$ cat config.mk
export PLATFORM = sky130hd
export DESIGN_NAME = bus_exchanger
export DESIGN_NICKNAME = d
export VERILOG_FILES = /design/src/rtl/bx_pkg.sv /design/src/rtl/bx_capture_reg.sv /design/src/rtl/bx_return_sel.sv /design/src/rtl/bx_drive_ctl.sv /design/src/rtl/bus_exchanger.sv
export SDC_FILE = /design/constraint.sdc
export NUM_CORES = 1
export LEC_CHECK = 0
export ABC_AREA = 0
export BUFFER_PORTS_ARGS = -buffer_cell sky130_fd_sc_hd__buf_4
export CORE_ASPECT_RATIO = 0.8
export CORE_MARGIN = 4
export CORE_UTILIZATION = 30
export CTS_CLUSTER_SIZE = 30
export DETAILED_ROUTE_END_ITERATION = 8
export PLACE_DENSITY_LB_ADDON = 0.08
export RECOVER_POWER = 50
export SLEW_MARGIN = 10
export SYNTH_ARGS = -nofsm -noshare
export SYNTH_HDL_FRONTEND = slang
export SYNTH_SLANG_ARGS = --single-unit
$ cat constraint.sdc
create_clock -name clk -period 2.1 [get_ports clk]
set_clock_uncertainty 0.05 [all_clocks]
set_input_delay 0.42 -clock clk [delete_from_list [all_inputs] [get_ports clk]]
set_output_delay 0.42 -clock clk [all_outputs]
set_load 0.01 [all_outputs]
$ cat src/rtl/bx_pkg.sv
`timescale 1ns/1ps
package bx_pkg;
  typedef enum logic [1:0] {
    PATH_TO_EVEN   = 2'd0,
    PATH_TO_ODD    = 2'd1,
    PATH_FROM_EVEN = 2'd2,
    PATH_FROM_ODD  = 2'd3
  } path_e;

  localparam int NUM_PATHS = 4;

  function automatic logic load_active(input logic ld_n);
    return ~ld_n;
  endfunction

  function automatic logic drive_active(input logic drv_n);
    return ~drv_n;
  endfunction
endpackage

$ cat src/rtl/bx_capture_reg.sv
`timescale 1ns/1ps
module bx_capture_reg #(
  parameter int DATA_W = 12
) (
  input  logic              clk,
  input  logic              rst_n,
  input  logic              ld_n,
  input  logic [DATA_W-1:0] d,
  output logic [DATA_W-1:0] q
);
  import bx_pkg::*;

  logic load_now;
  assign load_now = load_active(ld_n);

  always_ff @(posedge clk) begin
    if (!rst_n)        q <= '0;
    else if (load_now) q <= d;
  end

  AST_LOAD_TAKES_D: assert property (@(posedge clk) disable iff (!rst_n)
    !ld_n |=> q == $past(d));
  AST_HOLD_WHEN_IDLE: assert property (@(posedge clk) disable iff (!rst_n)
    ld_n |=> $stable(q));
  AST_RESET_CLEARS: assert property (@(posedge clk)
    !rst_n |=> q == '0);
endmodule

$ cat src/rtl/bx_return_sel.sv
`timescale 1ns/1ps
module bx_return_sel #(
  parameter int DATA_W = 12
) (
  input  logic              clk,
  input  logic              rst_n,
  input  logic              pick_even,
  input  logic [DATA_W-1:0] even_q,
  input  logic [DATA_W-1:0] odd_q,
  output logic [DATA_W-1:0] sel_data,
  output logic              pick_q
);
  always_ff @(posedge clk) begin
    if (!rst_n) pick_q <= 1'b0;
    else        pick_q <= pick_even;
  end

  always_comb begin
    sel_data = pick_q ? even_q : odd_q;
  end

  AST_PICK_EVEN_TAKEN: assert property (@(posedge clk) disable iff (!rst_n)
    pick_even |=> pick_q);
  AST_PICK_ODD_TAKEN: assert property (@(posedge clk) disable iff (!rst_n)
    !pick_even |=> !pick_q);
  AST_PICK_RESET: assert property (@(posedge clk)
    !rst_n |=> !pick_q);
endmodule

$ cat src/rtl/bx_drive_ctl.sv
`timescale 1ns/1ps
module bx_drive_ctl (
  input  logic clk,
  input  logic rst_n,
  input  logic proc_drv_n,
  input  logic bank_drv_n,
  output logic proc_oe_q,
  output logic bank_oe_q
);
  import bx_pkg::*;

  always_ff @(posedge clk) begin
    if (!rst_n) begin
      proc_oe_q <= 1'b0;
      bank_oe_q <= 1'b0;
    end else begin
      proc_oe_q <= drive_active(proc_drv_n);
      bank_oe_q <= drive_active(bank_drv_n);
    end
  end

  AST_PROC_OE_ON: assert property (@(posedge clk) disable iff (!rst_n)
    !proc_drv_n |=> proc_oe_q);
  AST_PROC_OE_OFF: assert property (@(posedge clk) disable iff (!rst_n)
    proc_drv_n |=> !proc_oe_q);
  AST_BANK_OE_ON: assert property (@(posedge clk) disable iff (!rst_n)
    !bank_drv_n |=> bank_oe_q);
  AST_BANK_OE_OFF: assert property (@(posedge clk) disable iff (!rst_n)
    bank_drv_n |=> !bank_oe_q);
endmodule

$ cat src/rtl/bus_exchanger.sv
`timescale 1ns/1ps
module bus_exchanger #(
  parameter int DATA_W = 12
) (
  input  logic              clk,
  input  logic              rst_n,
  input  logic [DATA_W-1:0] proc_in,
  output logic [DATA_W-1:0] proc_out,
  output logic              proc_oe,
  input  logic [DATA_W-1:0] even_in,
  output logic [DATA_W-1:0] even_out,
  output logic              even_oe,
  input  logic [DATA_W-1:0] odd_in,
  output logic [DATA_W-1:0] odd_out,
  output logic              odd_oe,
  input  logic              ld_to_even_n,
  input  logic              ld_to_odd_n,
  input  logic              ld_from_even_n,
  input  logic              ld_from_odd_n,
  input  logic              pick_even,
  input  logic              proc_drv_n,
  input  logic              bank_drv_n
);
  import bx_pkg::*;

  logic [NUM_PATHS-1:0] ld_vec_n;
  logic [DATA_W-1:0]    path_d [NUM_PATHS];
  logic [DATA_W-1:0]    path_q [NUM_PATHS];
  logic                 pick_q;
  logic                 proc_oe_q;
  logic                 bank_oe_q;
  logic [DATA_W-1:0]    inward_data;

  // Map each path to its strobe and source bus
  always_comb begin
    ld_vec_n[PATH_TO_EVEN]   = ld_to_even_n;
    ld_vec_n[PATH_TO_ODD]    = ld_to_odd_n;
    ld_vec_n[PATH_FROM_EVEN] = ld_from_even_n;
    ld_vec_n[PATH_FROM_ODD]  = ld_from_odd_n;
    path_d[PATH_TO_EVEN]     = proc_in;
    path_d[PATH_TO_ODD]      = proc_in;
    path_d[PATH_FROM_EVEN]   = even_in;
    path_d[PATH_FROM_ODD]    = odd_in;
  end

  for (genvar p = 0; p < NUM_PATHS; p++) begin : g_path
    bx_capture_reg #(.DATA_W(DATA_W)) u_reg (
      .clk   (clk),
      .rst_n (rst_n),
      .ld_n  (ld_vec_n[p]),
      .d     (path_d[p]),
      .q     (path_q[p])
    );
  end

  bx_return_sel #(.DATA_W(DATA_W)) u_sel (
    .clk       (clk),
    .rst_n     (rst_n),
    .pick_even (pick_even),
    .even_q    (path_q[PATH_FROM_EVEN]),
    .odd_q     (path_q[PATH_FROM_ODD]),
    .sel_data  (inward_data),
    .pick_q    (pick_q)
  );

  bx_drive_ctl u_drv (
    .clk        (clk),
    .rst_n      (rst_n),
    .proc_drv_n (proc_drv_n),
    .bank_drv_n (bank_drv_n),
    .proc_oe_q  (proc_oe_q),
    .bank_oe_q  (bank_oe_q)
  );

  assign proc_out = inward_data;
  assign proc_oe  = proc_oe_q;
  assign even_out = path_q[PATH_TO_EVEN];
  assign odd_out  = path_q[PATH_TO_ODD];
  assign even_oe  = bank_oe_q;
  assign odd_oe   = bank_oe_q;

  AST_RESET_NO_DRIVE: assert property (@(posedge clk)
    !rst_n |=> (!proc_oe && !even_oe && !odd_oe));
  AST_EVEN_TO_PROC: assert property (@(posedge clk) disable iff (!rst_n)
    (pick_even && !ld_from_even_n) |=> proc_out == $past(even_in));
  AST_ODD_TO_PROC: assert property (@(posedge clk) disable iff (!rst_n)
    (!pick_even && !ld_from_odd_n) |=> proc_out == $past(odd_in));
  AST_PROC_TO_EVEN: assert property (@(posedge clk) disable iff (!rst_n)
    !ld_to_even_n |=> even_out == $past(proc_in));
  AST_PROC_TO_ODD: assert property (@(posedge clk) disable iff (!rst_n)
    !ld_to_odd_n |=> odd_out == $past(proc_in));
  AST_BANKS_SHARE_OE: assert property (@(posedge clk) disable iff (!rst_n)
    bank_drv_n |=> (!even_oe && !odd_oe));
endmodule

==> run metrics <==
outcome=completed; Worst Setup End Kind=output port; layout cells sized above 1=between 40% and 50%; Final setup viols=0; via/cell ratio=4.178; Sw Pwr=between 400 and 500 uW; Worst-Skew Late Latency=around 0.29 ns; Sw Share=between 20% and 30%; DR vias=approximately 1400; row cnt=26; Clk pwr share=30.5%; leakage power=around 0.0013 uW; setup_tns=0 ns; CTS tree=done; crit path DAT=1.42 ns; CP Buf/Inv Count=2; maximum vdd drop=around 0.00027 V; DP Wirelength=around 3300 microns; final count of hold timing violations=0; Tot GR Track Use=11.29%; Pwr Total=1973 uW; unrepaired setup endpoints after global routing=false; worst slew pin tran=between 0.8 and 0.9 ns; Yosys warnings=0; CP max-delay cell=dfxtp_1; CP Launch Type=flip-flop; DRT Pass-1 Iters=2; Fmax=528.9 MHz; die height=roughly 82 microns; internal power=between 1500 and 2000 uW; drc violations=0; fin crit share=roughly 90%; max-cap viol count=0; critical path type=flip-flop to output port; hold buffer count at CTS=0; Logic pwr share=16.2%; share of total power in sequential cells=about 53%; Cell variety after synth=8; Post-Syn Nets=roughly 220; post-CTS setup buffers=0; Cell Area, Synth=~2000 sq um; Starting Density=between 30% and 40%; final-report max-slew violation count=0; I/O Buffers=slightly above 80; worst-path cell chain=buf_4 > mux2_2 > buf_4; initial drt markers=18; global-route wire length before repair=between 7000 and 8000 microns; most frequent cells in the layout=buf_4 (83), dfxtp_1 (51), nor2b_1 (50); initial antenna violation count=0; fin nets=between 200 and 300; gp weighted congestion=between 0.6 and 0.7; top-level I/O count=84; CP max stage delay=about 0.4 ns; Detailed Route WL=4530 microns; TritonCTS Buffers=5; number of global-route vias before repair=about 1400; cts repair resizes=0; ANT cells=0; overall die area=between 8000 and 9000 sq um; CTS clock-pin slew for the worst setup and hold paths=approximately 0.090 ns; Syn Area/Cell=roughly 12 sq um; sequential fraction of the synthesis area=between 50% and 60%; Top Family by Delay on Critical Path=flip-flops; cell mode on critical path=buf_4; Worst Path Required=~1.6 ns; GRT Residual Overflow=0; drt wl/cell=roughly 13 microns; Layout area overhead=37.08%; H-tree depth=2; Clock Path Buffers=2; commonest non-fill, non-tap cell in the layout=buf_4; Hold/Removal Path Class=input pin to flip-flop; worst-path fanout max=9; total core area=6474 sq um; largest net degree at the start of global routing=52; Clock Sinks=51; CTS root buf=clkbuf_8; Power Density=707.6 nW/um^2; Slew HR=roughly 43%; #FFs+latches synth=51; crit path time final=roughly 1.9 ns; Syn Inst Count=~170; Final ANT Viol Nets=0; die width=between 100 and 150 microns; # fillers=around 650
## worst paths after layout
path	cells after the start	from	slack, ns	to
max reg2reg	2	g_path[3].u_reg.q[9]	1.44	g_path[3].u_reg.q[9]
min reg2reg	2	g_path[2].u_reg.q[5]	0.47	g_path[2].u_reg.q[5]
min	2	proc_drv_n	0.22	u_drv.proc_oe_q
max	3	u_sel.pick_q	0.21	proc_out[7]
## synthesized netlist by cell type
master    count  area (sq um)
dfxtp_1      51          1021
mux2_2       12         135.1
buf_6         4         45.04
and2_1        1         6.260
clkbuf_1      5         18.77
mux2i_1      48         480.5
buf_4         2         15.01
nor2b_1      50         312.8
## logic make-up after synthesis
kind of cell / after synthesis / share of synthesized area (%)
AND/OR/NAND/NOR: 51 / 15.68
buffers and inverters: 11 / 3.874
multiplexers: 60 / 30.26
flip-flops: 51 / 50.18
## routing by layer
metal	global-route usage (%)	vias up	wire length (microns)
li1	-	733	-
met1	14.65	637	2109
met2	17.78	40	2074
met3	4.329	2	327
met4	2.826	0	18
met5	0	-	0
## power groups by stage
stage          Clock [uW]  Sequential (uW)  Combinational, uW
3_3_place_gp            0             1080                322
3_5_place_dp            0             1080                325
5_1_grt               684             1060                349
2_1_floorplan           0             1080                155
4_1_cts               638             1050                326
6_report              602             1050                319
## state kept, by name (all words and copies together) (netlist names)
name and cells:
u_sel.pick_q 1, u_drv.proc_oe_q 1, g_path.u_reg.q 48, u_drv.bank_oe_q 1
## layout make-up
type                       instances  area (sq um)  area share [%]
clock buffer                       8         100.1           3.589
sequential                        51          1021           36.61
tap                               84         105.1           3.769
timing repair buffer              84         628.1           22.52
multi-input combinational        111         934.6           33.51
## through the flow
| step | instance area [sq um] | utilization (%) | cells | setup slack [ns] | hold slack, ns |
|---|---|---|---|---|---|
| 2_1_floorplan | 2034 | - | 173 | 0.7607 | 0.4298 |
| 3_3_place_gp | 2691 | 41.57 | 330 | 0.5390 | 0.4494 |
| 3_5_place_dp | 2691 | 41.57 | 330 | 0.5358 | 0.4579 |
| 4_1_cts | 2791 | 43.12 | 338 | 0.1864 | 0.1983 |
| 5_1_grt | 2789 | 43.08 | 338 | 0.1389 | 0.1909 |
| 6_report | 2789 | 43.08 | 338 | 0.2092 | 0.2160 |
Power figures use the tool's default switching activity.
